File: src/rtl/band_mix.sv
module band_mix #(
  parameter int NCH   = 40,
  parameter int IN_W  = 16,
  parameter int OUT_W = 16,
  parameter int IDX_W = 6,
  parameter int OP_W  = 3,
  parameter int SHIFT = 6
) (
  input  logic                    clk,
  input  logic                    rst_n,
  input  logic                    frame_start,
  input  logic                    ch_valid,
  input  logic [IDX_W-1:0]        ch_idx,
  input  logic signed [IN_W-1:0]  ch_data,
  input  logic                    cmd_valid,
  input  logic [OP_W-1:0]         cmd_op,
  input  logic [IDX_W-1:0]        cmd_first,
  input  logic [IDX_W-1:0]        cmd_last,
  output logic                    out_valid,
  output logic signed [OUT_W-1:0] out_sample
);
  localparam int ACC_W = IN_W + $clog2(NCH);
  localparam logic [OP_W-1:0] OP_CLEAR = OP_W'(1);
  localparam logic [OP_W-1:0] OP_ADD   = OP_W'(2);
  localparam logic [OP_W-1:0] OP_DEL   = OP_W'(3);
  localparam logic [OP_W-1:0] OP_START = OP_W'(4);
  localparam logic [OP_W-1:0] OP_STOP  = OP_W'(5);
  localparam logic signed [ACC_W-1:0] HI = ACC_W'((1 << (OUT_W-1)) - 1);
  localparam logic signed [ACC_W-1:0] LO = -HI - ACC_W'(1);

  logic [NCH-1:0] pend_mask, act_mask, rng, use_mask;
  logic run;
  logic signed [ACC_W-1:0] acc, ch_ext, shr;
  logic signed [OUT_W-1:0] sat;
  logic range_ok, hit;

  genvar g;
  generate
    for (g = 0; g < NCH; g++) begin : g_rng
      assign rng[g] = (IDX_W'(g) >= cmd_first) && (IDX_W'(g) <= cmd_last);
    end
  endgenerate

  assign range_ok = cmd_first <= cmd_last;

  always_ff @(posedge clk) begin
    if (!rst_n) begin
      pend_mask <= '0;
      run       <= 1'b1;
    end else if (cmd_valid) begin
      case (cmd_op)
        OP_CLEAR: pend_mask <= '0;
        OP_ADD:   if (range_ok) pend_mask <= pend_mask | rng;
        OP_DEL:   if (range_ok) pend_mask <= pend_mask & ~rng;
        OP_START: run <= 1'b1;
        OP_STOP:  run <= 1'b0;
        default: ;
      endcase
    end
  end

  assign use_mask = frame_start ? pend_mask : act_mask;
  assign hit      = ch_valid && |(use_mask & (NCH'(1) << ch_idx));
  assign ch_ext   = {{(ACC_W-IN_W){ch_data[IN_W-1]}}, ch_data};
  assign shr      = acc >>> SHIFT;
  assign sat      = (shr > HI) ? OUT_W'(HI) : (shr < LO) ? OUT_W'(LO) : shr[OUT_W-1:0];

  always_ff @(posedge clk) begin
    if (!rst_n) begin
      act_mask   <= '0;
      acc        <= '0;
      out_valid  <= 1'b0;
      out_sample <= '0;
    end else if (frame_start) begin
      act_mask   <= pend_mask;
      acc        <= hit ? ch_ext : '0;
      out_valid  <= 1'b1;
      out_sample <= run ? sat : '0;
    end else begin
      out_valid  <= 1'b0;
      if (hit) acc <= acc + ch_ext;
    end
  end
endmodule


File: config.mk
export PLATFORM = sky130hd
export DESIGN_NAME = band_mix
export DESIGN_NICKNAME = d
export VERILOG_FILES = /design/src/rtl/band_mix.sv
export SDC_FILE = /design/constraint.sdc
export NUM_CORES = 1
export LEC_CHECK = 0
export ABC_CLOCK_PERIOD_IN_PS = 7300
export BUFFER_PORTS_ARGS = -buffer_cell sky130_fd_sc_hd__buf_2
export CAP_MARGIN = 20
export CORE_MARGIN = 10
export CORE_UTILIZATION = 59
export DETAILED_ROUTE_END_ITERATION = 8
export GPL_ROUTABILITY_DRIVEN = 0
export HOLD_SLACK_MARGIN = 0.02
export PLACE_DENSITY = 0.82
export SLEW_MARGIN = 20
export SYNTH_ARGS = -nofsm -noshare
export SYNTH_HDL_FRONTEND = slang
export SYNTH_SLANG_ARGS = --single-unit
File: constraint.sdc
create_clock -name clk -period 7.3 [get_ports clk]
set_input_delay 0.73 -clock clk [delete_from_list [all_inputs] [get_ports clk]]
set_output_delay 0.73 -clock clk [all_outputs]
set_load 0.01 [all_outputs]
* After elaboration in Yosys (flattened, before gate mapping)
Cells that the tools add are included.
** Cells by class
- Add/sub/neg operators :: 1
- Multiply operators :: 0
- Div/mod/pow operators :: 0
- $lt $le $gt $ge :: 83
- Eq/ne operators :: 7
- Shift-type cells :: 1
- Multiplexer cells :: 12
- Bitwise gates (word level) :: 4
- Reductions and logical operators :: 47
** Operators by type and width (number)
- 40-bit two-way mux :: 3
- 40-bit case mux with 3 select lines :: 1
- 5-bit by 6-bit >= comparator with 1-bit output, first input constant :: 16
- 5-bit by 6-bit less-or-equal comparator with 1-bit output, first input constant :: 16
- 40-bit bitwise AND :: 2
- 22-bit two-way mux :: 3
- 4-bit by 6-bit >= comparator with 1-bit output, first input constant :: 8
- 6-bit >= comparator, first input constant :: 8
- 4-bit by 6-bit less-or-equal comparator with 1-bit output, first input constant :: 8
- 6-bit less-or-equal comparator, first input constant :: 8
- 16-bit two-way mux :: 3
- 1-bit logical AND :: 41
- 40-bit inverter :: 1
- 40-bit bitwise OR :: 1
- 40-bit OR reduction :: 1
- 1-bit by 6-bit left shift with 40-bit output, first input constant :: 1
- 3-bit by 6-bit >= comparator with 1-bit output, first input constant :: 4
- 3-bit by 6-bit less-or-equal comparator with 1-bit output, first input constant :: 4
- 22-bit by 16-bit adder with 22-bit output :: 1
- 16-bit greater-than comparator, second input constant :: 1
- 16-bit < comparator, second input constant :: 1
- 1-bit by 6-bit >= comparator with 1-bit output, first input constant :: 2
- 2-bit by 6-bit >= comparator with 1-bit output, first input constant :: 2
- 1-bit by 6-bit less-or-equal comparator with 1-bit output, first input constant :: 2
- 12 further kinds :: 17
** Word-level totals
- Flip-flop bits (word level) :: 120
- Bits in latches :: 0
- Bits in writable memories :: 0
- ROM bits :: 0
- Input port bits :: 42
- Word-level logic and storage cells :: 161
- Memories :: 0

* Logic depth before layout (Yosys ltp)
- Depth in word-level cells :: 6
- Mapped depth :: 12
- Mapped depth without buffers :: 10

* Least setup slack after synthesis
No wires, ideal clock.
- Path type :: input to register
- Start :: in cmd_last[5]
- End :: reg pend_mask[9]
- Library setup time :: 65 ps
- Arrival :: 3346 ps
- Setup slack :: 3889 ps
- Stages :: 10
- Cells stage by stage :: clkbuf_1 > clkinv_1 > ha_1 > o21a_1 > o221ai_1 > a21oi_1 > nor4_1 > o221a_2 > mux2_2 > nor2_1
** On the way
- Longest elaborated chain between the ends :: 6
** Ends and longest elaborated chain
- start, declared :: RTL line 18 : input logic [IDX_W-1:0] cmd_last,
- 4-bit by 6-bit less-or-equal comparator with 1-bit output :: RTL line 40 : assign rng[g] = (IDX_W'(g) >= cmd_first) && (IDX_W'(g) <= cmd_last);
- 1-bit logical AND :: RTL line 40
- 40-bit inverter :: RTL line 54 : OP_DEL: if (range_ok) pend_mask <= pend_mask & ~rng;
- 40-bit bitwise AND :: RTL line 54
- 40-bit two-way mux :: RTL line 54
- 40-bit case mux with 3 select lines :: RTL line 51 : case (cmd_op)
- end signal, assigned :: RTL line 53 : OP_ADD: if (range_ok) pend_mask <= pend_mask | rng;
- end signal, assigned :: RTL line 54
- end, declared :: RTL line 31 : logic [NCH-1:0] pend_mask, act_mask, rng, use_mask;
Parallel ways exist; a longest one is shown, timed or not. The select of a mux whose other input is x is not followed.
A chain may end at the register's enable or synchronous reset.

* Worst setup path after layout
- Start :: in frame_start
- End :: reg acc[10]
** On the way
- Longest elaborated chain between the ends :: 6
** Ends and longest elaborated chain
- start, declared :: RTL line 11 : input logic frame_start,
- 40-bit two-way mux
- 40-bit bitwise AND :: RTL line 63 : assign hit = ch_valid && |(use_mask & (NCH'(1) << ch_idx));
- 40-bit OR reduction :: RTL line 63
- 1-bit logical AND :: RTL line 63
- 22-bit two-way mux :: RTL line 76 : acc <= hit ? ch_ext : '0;
- 22-bit two-way mux :: RTL line 74 : end else if (frame_start) begin
- end signal, assigned :: RTL line 76
- end signal, assigned :: RTL line 81 : if (hit) acc <= acc + ch_ext;
- end, declared :: RTL line 33 : logic signed [ACC_W-1:0] acc, ch_ext, shr;
Parallel ways exist; a longest one is shown, timed or not.

==> out/results.tsv <==
stage	metric	value	unit
route	Pre-antenna DRT Iters	6	
yosys	share of the synthesized area in the top cell type	34.4	%
route	routed len/inst	18.9	um
worst_setup_path	Critical Path Source Type	primary input	
worst_hold_path	Hold Startpoint	out_sample[15]$_SDFFE_PN0P_	
pwr	Leakage	3.33	nW
worst_hold_path	Hold EP	out_sample[15]$_SDFFE_PN0P_	
floorplanning	Initial Util	60.7	%
pwr	sequential share of power	38.4	%
floorplanning	# rows	39	
route	WL final	18900	um
sta	min cycle time layout	3.98	ns
cts	CTS Buf Count	17	
worst_setup_path	Crit Path Class	primary input to flip-flop	
yosys	Seq/Total Area, Yosys	34.4	%
cells_and_area	layout cells sized above 1	14.3	%
sta	worst rel slew slack	28.1	%
worst_setup_path	Crit path required time	7.58	ns
place	hpwl dp	13000	um
cells_and_area	final non-filler cell area	0.00790	mm2
pwr	sw power	0.000428	W
pwr	P per Cell Area	221	mW/mm2
global_routing	Tot GR Track Use	22.6	%
cells_and_area	layout net count	912	
cells_and_area	Final Util	68.6	%
sta	Worst-Margin Slew	1.07	ns
pwr	switch share	24.5	%
yosys	adder-cell share of the synthesized area	5.12	%
worst_setup_path	RR Startpoint	acc[0]$_SDFFE_PN0P_	
pwr	maximum VDD drop	0.136	mV
yosys	Post-Synthesis Net Count	890	
place	Post-Place Setup Slack	2.96	ns
cts	clk sink count	120	
sta	Hold Vio Cnt, Final	0	
route	Residual DRC	0	
yosys	asr flop ratio synth	0	%
cts	# Post-CTS Setup Buffers	0	
worst_setup_path	crit-path max FO	58	
pwr	Clock power frac	50.2	%
floorplanning	die height	129	um
cts	Post-CTS Hold Buffers	0	
global_routing	total global routing overflow	0	
place	placed insts	966	
route	via count	6559	
flow_run	max-cap violation count	0	
yosys	Yosys reg bits	120	
place	placed inst area	0.00728	mm2
yosys	Yosys top cell by area	dfxtp_1	
cts	CTS tree	built	
cts	Longest Clk Path Bufs	2	
worst_hold_path	hold path cells	2	
cells_and_area	final std cells w/o fill	997	
pwr	Internal Power	0.00132	W
yosys	main combinational cell family by area after synthesis	compound AO/OA/AOI/OAI gates	
yosys	post-synthesis mux area share	16.6	%
sta	setup violators final	0	
route	antenna violation net count after detailed routing	0	
worst_setup_path	CP endpoint kind	flip-flop	
worst_setup_path	Reg-to-Reg End	acc[20]$_SDFFE_PN0P_	
floorplanning	Floorplan Core Area	0.0115	mm2
worst_hold_path	HP Class	flip-flop to flip-flop	
floorplanning	die area	0.0166	mm2
place	I/O Buffers	58	
sta	setup TNS	0	ns
worst_setup_path	R2R Setup Slk	4.11	ns
yosys	Post-synth EDFFs	0	
global_routing	antenna violations before repair	0	
yosys	Post-Syn Area per Cell	8.52	um2
cts	clk slew on worst S/H paths	0.05	ns
sta	clock skew	0.00734	ns
floorplanning	# IOs	59	
yosys	post-synth cell types	60	
yosys	Post-Synth XOR/XNOR Area	2.38	%
worst_setup_path	worst r2r path cells	10	
yosys	Synth Area in Simple Gates	17.9	%
sta	final worst path period share	54.6	%
yosys	synth top area cells	dfxtp_1 (34%), mux2i_1 (10%), nor2_1 (7.6%)	
sta	Setup WS post-layout	3.32	ns
yosys	Synth Area in Compound Gates	18.9	%
status	status	finished clean	
pwr	Logic pwr share	11.4	%
cts	post-cts resize count	0	
sta	final max-slew violation count	0	
yosys	synthesized area	0.00699	mm2
global_routing	largest net degree at the start of global routing	64	
floorplanning	DIE WIDTH	129	um
cts	root buf cell	clkbuf_16	
yosys	yosys warns	0	
cells_and_area	Area Overhead vs Synth	13.0	%
global_routing	vias in the first global route	6251	
cts	H-tree depth	4	
cells_and_area	diode count	0	
sta	RSZ-0062 raised after global routing	no	
global_routing	first-pass GRT wire length	30800	um
yosys	Syn Inst Count	820	
cts	clk_lat worst skew	0.42	ns
worst_setup_path	crit path DAT	4.26	ns
route	DR vias/cell	6.58	
route	drt initial violations	705	
sta	fmax	251	MHz
yosys	most used flip-flop cell after synthesis	dfxtp_1	
[critical path, cell delays in order]
cell and delay (ns):
buf_4 0.36, buf_4 0.70, mux4_2 0.41, mux2_2 0.27, and3_1 0.17, a311o_1 0.35
a41oi_4 0.22, buf_4 0.47, nor3_1 0.13, a311oi_1 0.34, nor2_1 0.08
[area by class of cell]
| class | instances | area, um2 |
|---|---|---|
| clock buffer | 23 | 468 |
| clock inverter | 8 | 145 |
| fill | 911 | 3620 |
| inverter | 24 | 90.1 |
| multi-input combinational | 617 | 4290 |
| sequential | 120 | 2400 |
| tap | 143 | 179 |
| timing repair buffer | 62 | 323 |
[flip-flops by register name, summed over array words and instances, names as in the netlist]
name	cells
out_sample	16
pend_mask	40
run	1
acc	22
out_valid	1
act_mask	40
[power groups by stage]
stage / combinational (W) / sequential [W] / clock, W
after floorplan: 0.000143 / 0.000683 / 0
after global placement: 0.000186 / 0.000684 / 0
after detailed placement: 0.000193 / 0.000685 / 0
after CTS: 0.000195 / 0.000671 / 0.000880
after global routing: 0.000218 / 0.000672 / 0.000914
final: 0.000199 / 0.000671 / 0.000876
[layout by cell type (no fill, tap or decap), types with 10 or more instances in the layout]
cell,netlist,final
a21o_1,10,10
a21oi_1,46,46
a22oi_1,22,22
a311oi_1,15,15
buf_2,7,57
clkbuf_16,0,17
dfxtp_1,120,120
ha_1,27,27
inv_1,21,20
mux2i_1,73,73
mux4_2,15,15
nand2_1,53,53
nand3_1,19,19
nor2_1,142,142
nor3_1,20,19
o21ai_0,25,24
xnor2_1,11,11
[cell usage after synthesis, drive strengths merged (3+ instances only)]
| library cell | count |
|---|---|
| a21o | 10 |
| clkbuf | 46 |
| a22oi | 22 |
| and3 | 5 |
| nand3 | 19 |
| a21oi | 46 |
| xnor2 | 11 |
| ha | 27 |
| nor3 | 20 |
| inv | 21 |
| or2 | 3 |
| o21a | 3 |
| and2 | 3 |
| a31oi | 9 |
| o31ai | 4 |
| o22a | 5 |
| or3 | 9 |
| nand4 | 9 |
| nand2 | 53 |
| mux4 | 15 |
| nand2b | 3 |
| o21ai | 25 |
| nor2 | 142 |
| clkinv | 3 |
| nor2b | 5 |
| nor3b | 4 |
| dfxtp | 120 |
| a211oi | 6 |
| mux2 | 8 |
| mux2i | 73 |
| o221ai | 3 |
| a2111oi | 4 |
| buf | 13 |
| o211ai | 9 |
| o22ai | 7 |
| o2111ai | 5 |
| a311oi | 15 |
| xor2 | 8 |
[cell families after synthesis]
logic type | Yosys count
compound gates | 192
xor+xnor | 19
fa+ha+maj | 28
buf+inv | 83
flops | 120
mux | 96
simple gates | 282
[per-layer routing]
layer  vias to the layer above  wire, um  GRT usage (%)
li1                       3060         -              -
met1                      3116      7540           27.1
met2                       325      9260           38.3
met3                        58      1490           5.63
met4                         0       585           8.70
met5                         -         0              0
[how the worst max path moves through the flow]
stage	endpoint	start	slack, ns
final	acc[10]$_SDFFE_PN0P_	frame_start	3.32
after global routing	acc[10]$_SDFFE_PN0P_	frame_start	3.13
after CTS	acc[10]$_SDFFE_PN0P_	frame_start	3.34
after detailed placement	acc[8]$_SDFFE_PN0P_	frame_start	2.96
after global placement	acc[21]$_SDFFE_PN0P_	frame_start	3.12
after floorplan	pend_mask[9]$_SDFFE_PN0P_	cmd_last[5]	3.89
[metrics by stage]
stage | hold WS (ns) | total power, W
after detailed placement | 0.456 | 0.000878
after global placement | 0.451 | 0.000870
final | 0.466 | 0.00175
after CTS | 0.464 | 0.00175
after global routing | 0.481 | 0.00180
after floorplan | 0.436 | 0.000825
(Power assumes the default switching activity.)
